[src/rtl/bseq_pkg.sv]
package bseq_pkg;

  typedef enum logic [1:0] {
    OP_HOLD = 2'd0,
    OP_LOAD = 2'd1,
    OP_ADV  = 2'd2
  } bseq_op_e;

  typedef enum logic {
    ORD_LINEAR = 1'b0,
    ORD_XOR    = 1'b1
  } bseq_ord_e;

endpackage

[src/rtl/bseq_rst_sync.sv]
module bseq_rst_sync #(
  parameter int STAGES = 2
) (
  input  logic clk,
  input  logic rst_n,
  output logic rst_sync_n
);

  logic [STAGES-1:0] sync_q;
  logic [STAGES-1:0] sync_d;

  always_comb begin
    sync_d = {sync_q[STAGES-2:0], 1'b1};
  end

  always_ff @(posedge clk or negedge rst_n) begin
    if (!rst_n) begin
      sync_q <= '0;
    end else begin
      sync_q <= sync_d;
    end
  end

  assign rst_sync_n = sync_q[STAGES-1];

endmodule

[src/rtl/bseq_decode.sv]
module bseq_decode
  import bseq_pkg::*;
(
  input  logic     cke_n,
  input  logic     ld_n,
  output bseq_op_e op
);

  always_comb begin
    if (cke_n) begin
      op = OP_HOLD;
    end else if (!ld_n) begin
      op = OP_LOAD;
    end else begin
      op = OP_ADV;
    end
  end

endmodule

[src/rtl/bseq_beat_ctr.sv]
module bseq_beat_ctr
  import bseq_pkg::*;
#(
  parameter int GW = 2
) (
  input  logic          clk,
  input  logic          rst_n,
  input  bseq_op_e      op,
  output logic [GW-1:0] beat_q,
  output logic [GW-1:0] beat_nxt
);

  logic [GW-1:0] beat_d;

  // Plain modulo-2^GW count: the carry out is dropped, so the burst wraps.
  assign beat_nxt = beat_q + GW'(1);

  always_comb begin
    unique case (op)
      OP_LOAD: beat_d = '0;
      OP_ADV:  beat_d = beat_nxt;
      default: beat_d = beat_q;
    endcase
  end

  always_ff @(posedge clk or negedge rst_n) begin
    if (!rst_n) begin
      beat_q <= '0;
    end else begin
      beat_q <= beat_d;
    end
  end

endmodule

[src/rtl/bseq_order_map.sv]
module bseq_order_map
  import bseq_pkg::*;
#(
  parameter int GW = 2
) (
  input  logic [GW-1:0] start_lo,
  input  logic [GW-1:0] beat,
  input  bseq_ord_e     ord,
  output logic [GW-1:0] mapped_lo
);

  logic [GW-1:0] lin_lo;
  logic [GW-1:0] xor_lo;

  assign lin_lo = start_lo + beat;

  for (genvar b = 0; b < GW; b++) begin : g_xor_bit
    assign xor_lo[b] = start_lo[b] ^ beat[b];
  end

  always_comb begin
    unique case (ord)
      ORD_XOR: mapped_lo = xor_lo;
      default: mapped_lo = lin_lo;
    endcase
  end

endmodule

[src/rtl/bseq_addr_reg.sv]
module bseq_addr_reg
  import bseq_pkg::*;
#(
  parameter int AW = 18,
  parameter int GW = 2
) (
  input  logic          clk,
  input  logic          rst_n,
  input  bseq_op_e      op,
  input  logic [AW-1:0] ext_addr,
  input  logic [GW-1:0] mapped_lo,
  output logic [GW-1:0] start_q,
  output logic [AW-1:0] cur_q
);

  logic [AW-1:0] cur_d;
  logic [GW-1:0] start_d;

  always_comb begin
    cur_d   = cur_q;
    start_d = start_q;
    unique case (op)
      OP_LOAD: begin
        cur_d   = ext_addr;
        start_d = ext_addr[GW-1:0];
      end
      OP_ADV: begin
        cur_d = {cur_q[AW-1:GW], mapped_lo};
      end
      default: begin
      end
    endcase
  end

  always_ff @(posedge clk or negedge rst_n) begin
    if (!rst_n) begin
      cur_q   <= '0;
      start_q <= '0;
    end else begin
      cur_q   <= cur_d;
      start_q <= start_d;
    end
  end

endmodule

[src/rtl/burst_addr_seq.sv]
module burst_addr_seq
  import bseq_pkg::*;
#(
  parameter int AW          = 18,
  parameter int GW          = 2,
  parameter int SYNC_STAGES = 2
) (
  input  logic          clk,
  input  logic          rst_n,
  input  logic          cke_n,
  input  logic          ld_n,
  input  logic          order_sel,
  input  logic [AW-1:0] ext_addr,
  output logic [AW-1:0] cur_addr
);

  logic          rst_int_n;
  bseq_op_e      op;
  bseq_ord_e     ord;
  logic [GW-1:0] beat_q;
  logic [GW-1:0] beat_nxt;
  logic [GW-1:0] start_q;
  logic [GW-1:0] mapped_lo;

  assign ord = bseq_ord_e'(order_sel);

  bseq_rst_sync #(.STAGES(SYNC_STAGES)) u_rst_sync (
    .clk        (clk),
    .rst_n      (rst_n),
    .rst_sync_n (rst_int_n)
  );

  bseq_decode u_decode (
    .cke_n (cke_n),
    .ld_n  (ld_n),
    .op    (op)
  );

  bseq_beat_ctr #(.GW(GW)) u_beat (
    .clk      (clk),
    .rst_n    (rst_int_n),
    .op       (op),
    .beat_q   (beat_q),
    .beat_nxt (beat_nxt)
  );

  bseq_order_map #(.GW(GW)) u_map (
    .start_lo  (start_q),
    .beat      (beat_nxt),
    .ord       (ord),
    .mapped_lo (mapped_lo)
  );

  bseq_addr_reg #(.AW(AW), .GW(GW)) u_addr (
    .clk       (clk),
    .rst_n     (rst_int_n),
    .op        (op),
    .ext_addr  (ext_addr),
    .mapped_lo (mapped_lo),
    .start_q   (start_q),
    .cur_q     (cur_addr)
  );

endmodule

[config.mk]
export PLATFORM = sky130hd
export DESIGN_NAME = burst_addr_seq
export DESIGN_NICKNAME = d
export VERILOG_FILES = /design/src/rtl/bseq_pkg.sv /design/src/rtl/bseq_rst_sync.sv /design/src/rtl/bseq_decode.sv /design/src/rtl/bseq_beat_ctr.sv /design/src/rtl/bseq_order_map.sv /design/src/rtl/bseq_addr_reg.sv /design/src/rtl/burst_addr_seq.sv
export SDC_FILE = /design/constraint.sdc
export NUM_CORES = 1
export LEC_CHECK = 0
export BUFFER_PORTS_ARGS = -buffer_cell sky130_fd_sc_hd__buf_2
export CAP_MARGIN = 20
export CORE_UTILIZATION = 46
export DETAILED_ROUTE_END_ITERATION = 16
export PLACE_DENSITY = 0.77
export SYNTH_ARGS = -nofsm -noshare
export SYNTH_HDL_FRONTEND = slang
export SYNTH_SLANG_ARGS = --single-unit
[constraint.sdc]
create_clock -name clk -period 1.3 [get_ports clk]
set_input_delay 0.195 -clock clk [delete_from_list [all_inputs] [get_ports clk]]
set_output_delay 0.195 -clock clk [all_outputs]
set_load 0.02 [all_outputs]
==> results.sh <==
export IMPL_status="finished, violations left"
export IMPL_maxCapViolCount=0
export IMPL_layout_commonest_cell="sky130_fd_sc_hd__buf_2"
export IMPL_timing_hold_worst_endpoint="u_addr.cur_q[17]"
export IMPL_finalHoldViolations=0
export IMPL_clock_sinks=24
export IMPL_number_of_global_route_vias_before_repair=674
export IMPL_timing_final_crit_period_ps=1330
export IMPL_htreeDepth=1
export IMPL_synth_seq_area_share=0.605
export IMPL_timing_critical_path_slowest_cell_delay_ps=440
export IMPL_first_iter_violations=1
export IMPL_placed_instance_area_um2=1220
export IMPL_post_route_cells_drive_above_1_share=0.631
export IMPL_static_leakage_power_nw=0.648
export IMPL_fmax_achieved_mhz=754
export IMPL_fp_dieW_um=48.5
export IMPL_detail_route_wl_per_cell_um=11.6
export IMPL_grt_usage=0.164
export IMPL_tritoncts_num_buffers=3
export IMPL_final_setup_skew_ps=2.17
export IMPL_buffer_ports_inserted=40
export IMPL_irDropWorstVdd_uv=867
export IMPL_post_synth_inst_count=65
export IMPL_count_of_final_setup_violators=1
export IMPL_most_common_layout_cells="sky130_fd_sc_hd__buf_2, sky130_fd_sc_hd__dfrtp_1, sky130_fd_sc_hd__mux2_2, sky130_fd_sc_hd__nand2_1, sky130_fd_sc_hd__buf_4"
export IMPL_antenna_violating_nets_post_route=0
export IMPL_crit_path_start="u_beat.beat_q[0]"
export IMPL_rsz0062_at_grt="yes"
export IMPL_dp_hpwl_um=1240
export IMPL_layout_stage_area_growth_over_the_synthesis_result_pct=29.1
export IMPL_core_area_um2=2000
export IMPL_crit_path_max_fanout=3
export IMPL_fin_worst_hold_slack_ps=113
export IMPL_remaining_drc_errors=0
export IMPL_number_of_warnings_reported_in_the_yosys_synthesis_log=0
export IMPL_critPathKind="flop to flop"
export IMPL_layout_cell_area_non_filler_um2=1280
export IMPL_cp_end_kind="flop"
export IMPL_antenna_found_initial=0
export IMPL_grt_overflow_total=0
export IMPL_cts_buffer_depth=2
export IMPL_timing_critical_path_arrival_ps=1520
export IMPL_postSynthRegisterBits=24
export IMPL_die_area_um2=2350
export IMPL_worstSetupStartpointType="flop"
export IMPL_synthesis_area_per_instance_um2=15.3
export IMPL_postSynthNetCount=89
export IMPL_reg2reg_from="u_beat.beat_q[0]"
export IMPL_insertedDiodeCount=0
export IMPL_grt_pass1_wl_um=2880
export IMPL_routed_via_count=652
export IMPL_timing_critical_path_required_ps=1500
export IMPL_timing_hold_worst_start="ext_addr[17]"
export IMPL_power_per_cell_area_nw_per_um2=1390
export IMPL_synthTopCellsByArea="sky130_fd_sc_hd__dfrtp_1, sky130_fd_sc_hd__mux2_2, sky130_fd_sc_hd__xnor3_1, sky130_fd_sc_hd__mux2i_1, sky130_fd_sc_hd__nor2_8"
export IMPL_min_path_type="primary input to flop"
export IMPL_path_cells="inv_1 -> ha_1 -> nor2b_4 -> xnor3_1 -> mux2i_1 -> o21ai_1"
export IMPL_fp_row_count=16
export IMPL_cpMaxStageDelayCell="sky130_fd_sc_hd__dfrtp_1"
export IMPL_final_critical_path_setup_slack_ps=-26.2
export IMPL_dp_slack_ps=12.2
export IMPL_area_fraction_of_the_dominant_cell_type_after_synthesis=0.605
export IMPL_synth_area_leader_cell="sky130_fd_sc_hd__dfrtp_1"
export IMPL_die_height_um=48.5
export IMPL_fillCellCount=162
export IMPL_largest_net_degree_at_the_start_of_global_routing=19
export IMPL_finalCritPeriodShare=1.02
export IMPL_finalMaxSlewViolations=0
export IMPL_floorplan_io_pins=41
export IMPL_cts_tree="yes"
export IMPL_post_drt_via_cell_ratio=4.72
export IMPL_nets=136
export IMPL_netlist_area_um2=993
export IMPL_tns_ps=-26.2
export IMPL_r2r_end="u_addr.cur_q[1]"
export IMPL_clock_insertion_delay_worst_skew_ps=300
export IMPL_dr_pass1_iters=2
export IMPL_worstRegToRegCells=6
export IMPL_rrSetupSlack_ps=-30
export IMPL_totalWireLength_um=1610
export IMPL_worstHoldPathCells=2
export IMPL_finalWeightedCongestion=0.794
export IMPL_ctsRootBufferMaster="sky130_fd_sc_hd__clkbuf_4"
export IMPL_clkTransAtPathRegs_ps=120
export IMPL_netlist_cell_types=18
export IMPL_failed_checks="negative setup slack"
export IMPL_floorplan_initialDensity=0.496
layout make-up:
| class | count | area (um^2) | share of cell area |
|---|---|---|---|
| clock buffer | 4 | 36.3 | 0.0283 |
| inverter | 1 | 3.75 | 0.00293 |
| multi-input combinational | 37 | 368 | 0.287 |
| sequential | 24 | 601 | 0.468 |
| tap | 27 | 33.8 | 0.0263 |
| timing repair buffer | 45 | 240 | 0.187 |
where the power goes:
group          switching [mW]  internal (mW)  total, mW
Clock                   0.204          0.171      0.375
Sequential             0.0617          0.856      0.918
Combinational           0.242          0.247      0.489
Total                   0.508           1.27       1.78
synth_stat cells:
library cell / number
sky130_fd_sc_hd__dfrtp_1: 24
sky130_fd_sc_hd__mux2_2: 19
sky130_fd_sc_hd__nand2_1: 5
sky130_fd_sc_hd__mux2i_1: 2
sky130_fd_sc_hd__nor2_1: 2
sky130_fd_sc_hd__a22o_1: 1
sky130_fd_sc_hd__buf_4: 1
sky130_fd_sc_hd__buf_6: 1
sky130_fd_sc_hd__buf_8: 1
sky130_fd_sc_hd__conb_1: 1
sky130_fd_sc_hd__ha_1: 1
sky130_fd_sc_hd__inv_1: 1
sky130_fd_sc_hd__nor2_8: 1
sky130_fd_sc_hd__nor2b_2: 1
sky130_fd_sc_hd__o21ai_0: 1
sky130_fd_sc_hd__o21ai_1: 1
sky130_fd_sc_hd__xnor2_1: 1
sky130_fd_sc_hd__xnor3_1: 1
registers in the layout, summed over array words and instances (netlist names):
signal / flops
u_rst_sync.sync_q: 2
u_beat.beat_q: 2
u_addr.start_q: 2
u_addr.cur_q: 18
worst max-delay path by stage:
stage,to,slack [ps],cells after the start
floorplan,u_addr.cur_q[1],70,6
global placement,u_addr.cur_q[1],50,4
detailed placement,u_addr.cur_q[1],10,6
CTS,u_addr.cur_q[1],-20,6
global route,u_addr.cur_q[1],-160,6
finish,u_addr.cur_q[1],-30,6
what timing repair did:
item                                   CTS  global route
resized for setup                        1             1
endpoints found under the hold margin    2             0
pin swaps                                0             0
setup buffers                            1             0
hold buffers                             1             0
setup endpoints to repair                1             1
metrics by stage:
stage | power [mW] | utilization | instances
6_report | 1.78 | 0.641 | 138
3_5_place_dp | 1.41 | 0.608 | 132
2_1_floorplan | 1.25 | - | 65
3_3_place_gp | 1.39 | 0.608 | 132
5_1_grt | 1.89 | 0.641 | 138
4_1_cts | 1.80 | 0.638 | 138
worst max-delay path, delay by kind of cell (launching register included):
family          cells  cell delay, ps
compound gates      1              80
xor+xnor            1             200
fa+ha+maj           1             140
buf+inv             1              70
flops               1             440
mux                 1             160
simple gates        1             130
kinds of logic after synthesis:
group                      share of synthesized area
muxes                                          0.236
AOI/OAI and AO/OA                             0.0189
adders and majority gates                     0.0126
other                                        0.00377
DFF                                            0.605
buffers and inverters                         0.0378
and+or+nand+nor                               0.0554
xor gates and xnor gates                      0.0315
metal layers:
| metal | up-vias | share of wire | GRT usage |
|---|---|---|---|
| li1 | 310 | - | - |
| met1 | 319 | 0.41 | 0.192 |
| met2 | 21 | 0.53 | 0.284 |
| met3 | 2 | 0.046 | 0.0409 |
| met4 | 0 | 0.0075 | 0.0735 |
| met5 | - | 0 | 0 |
Power figures use the tool's default switching activity.
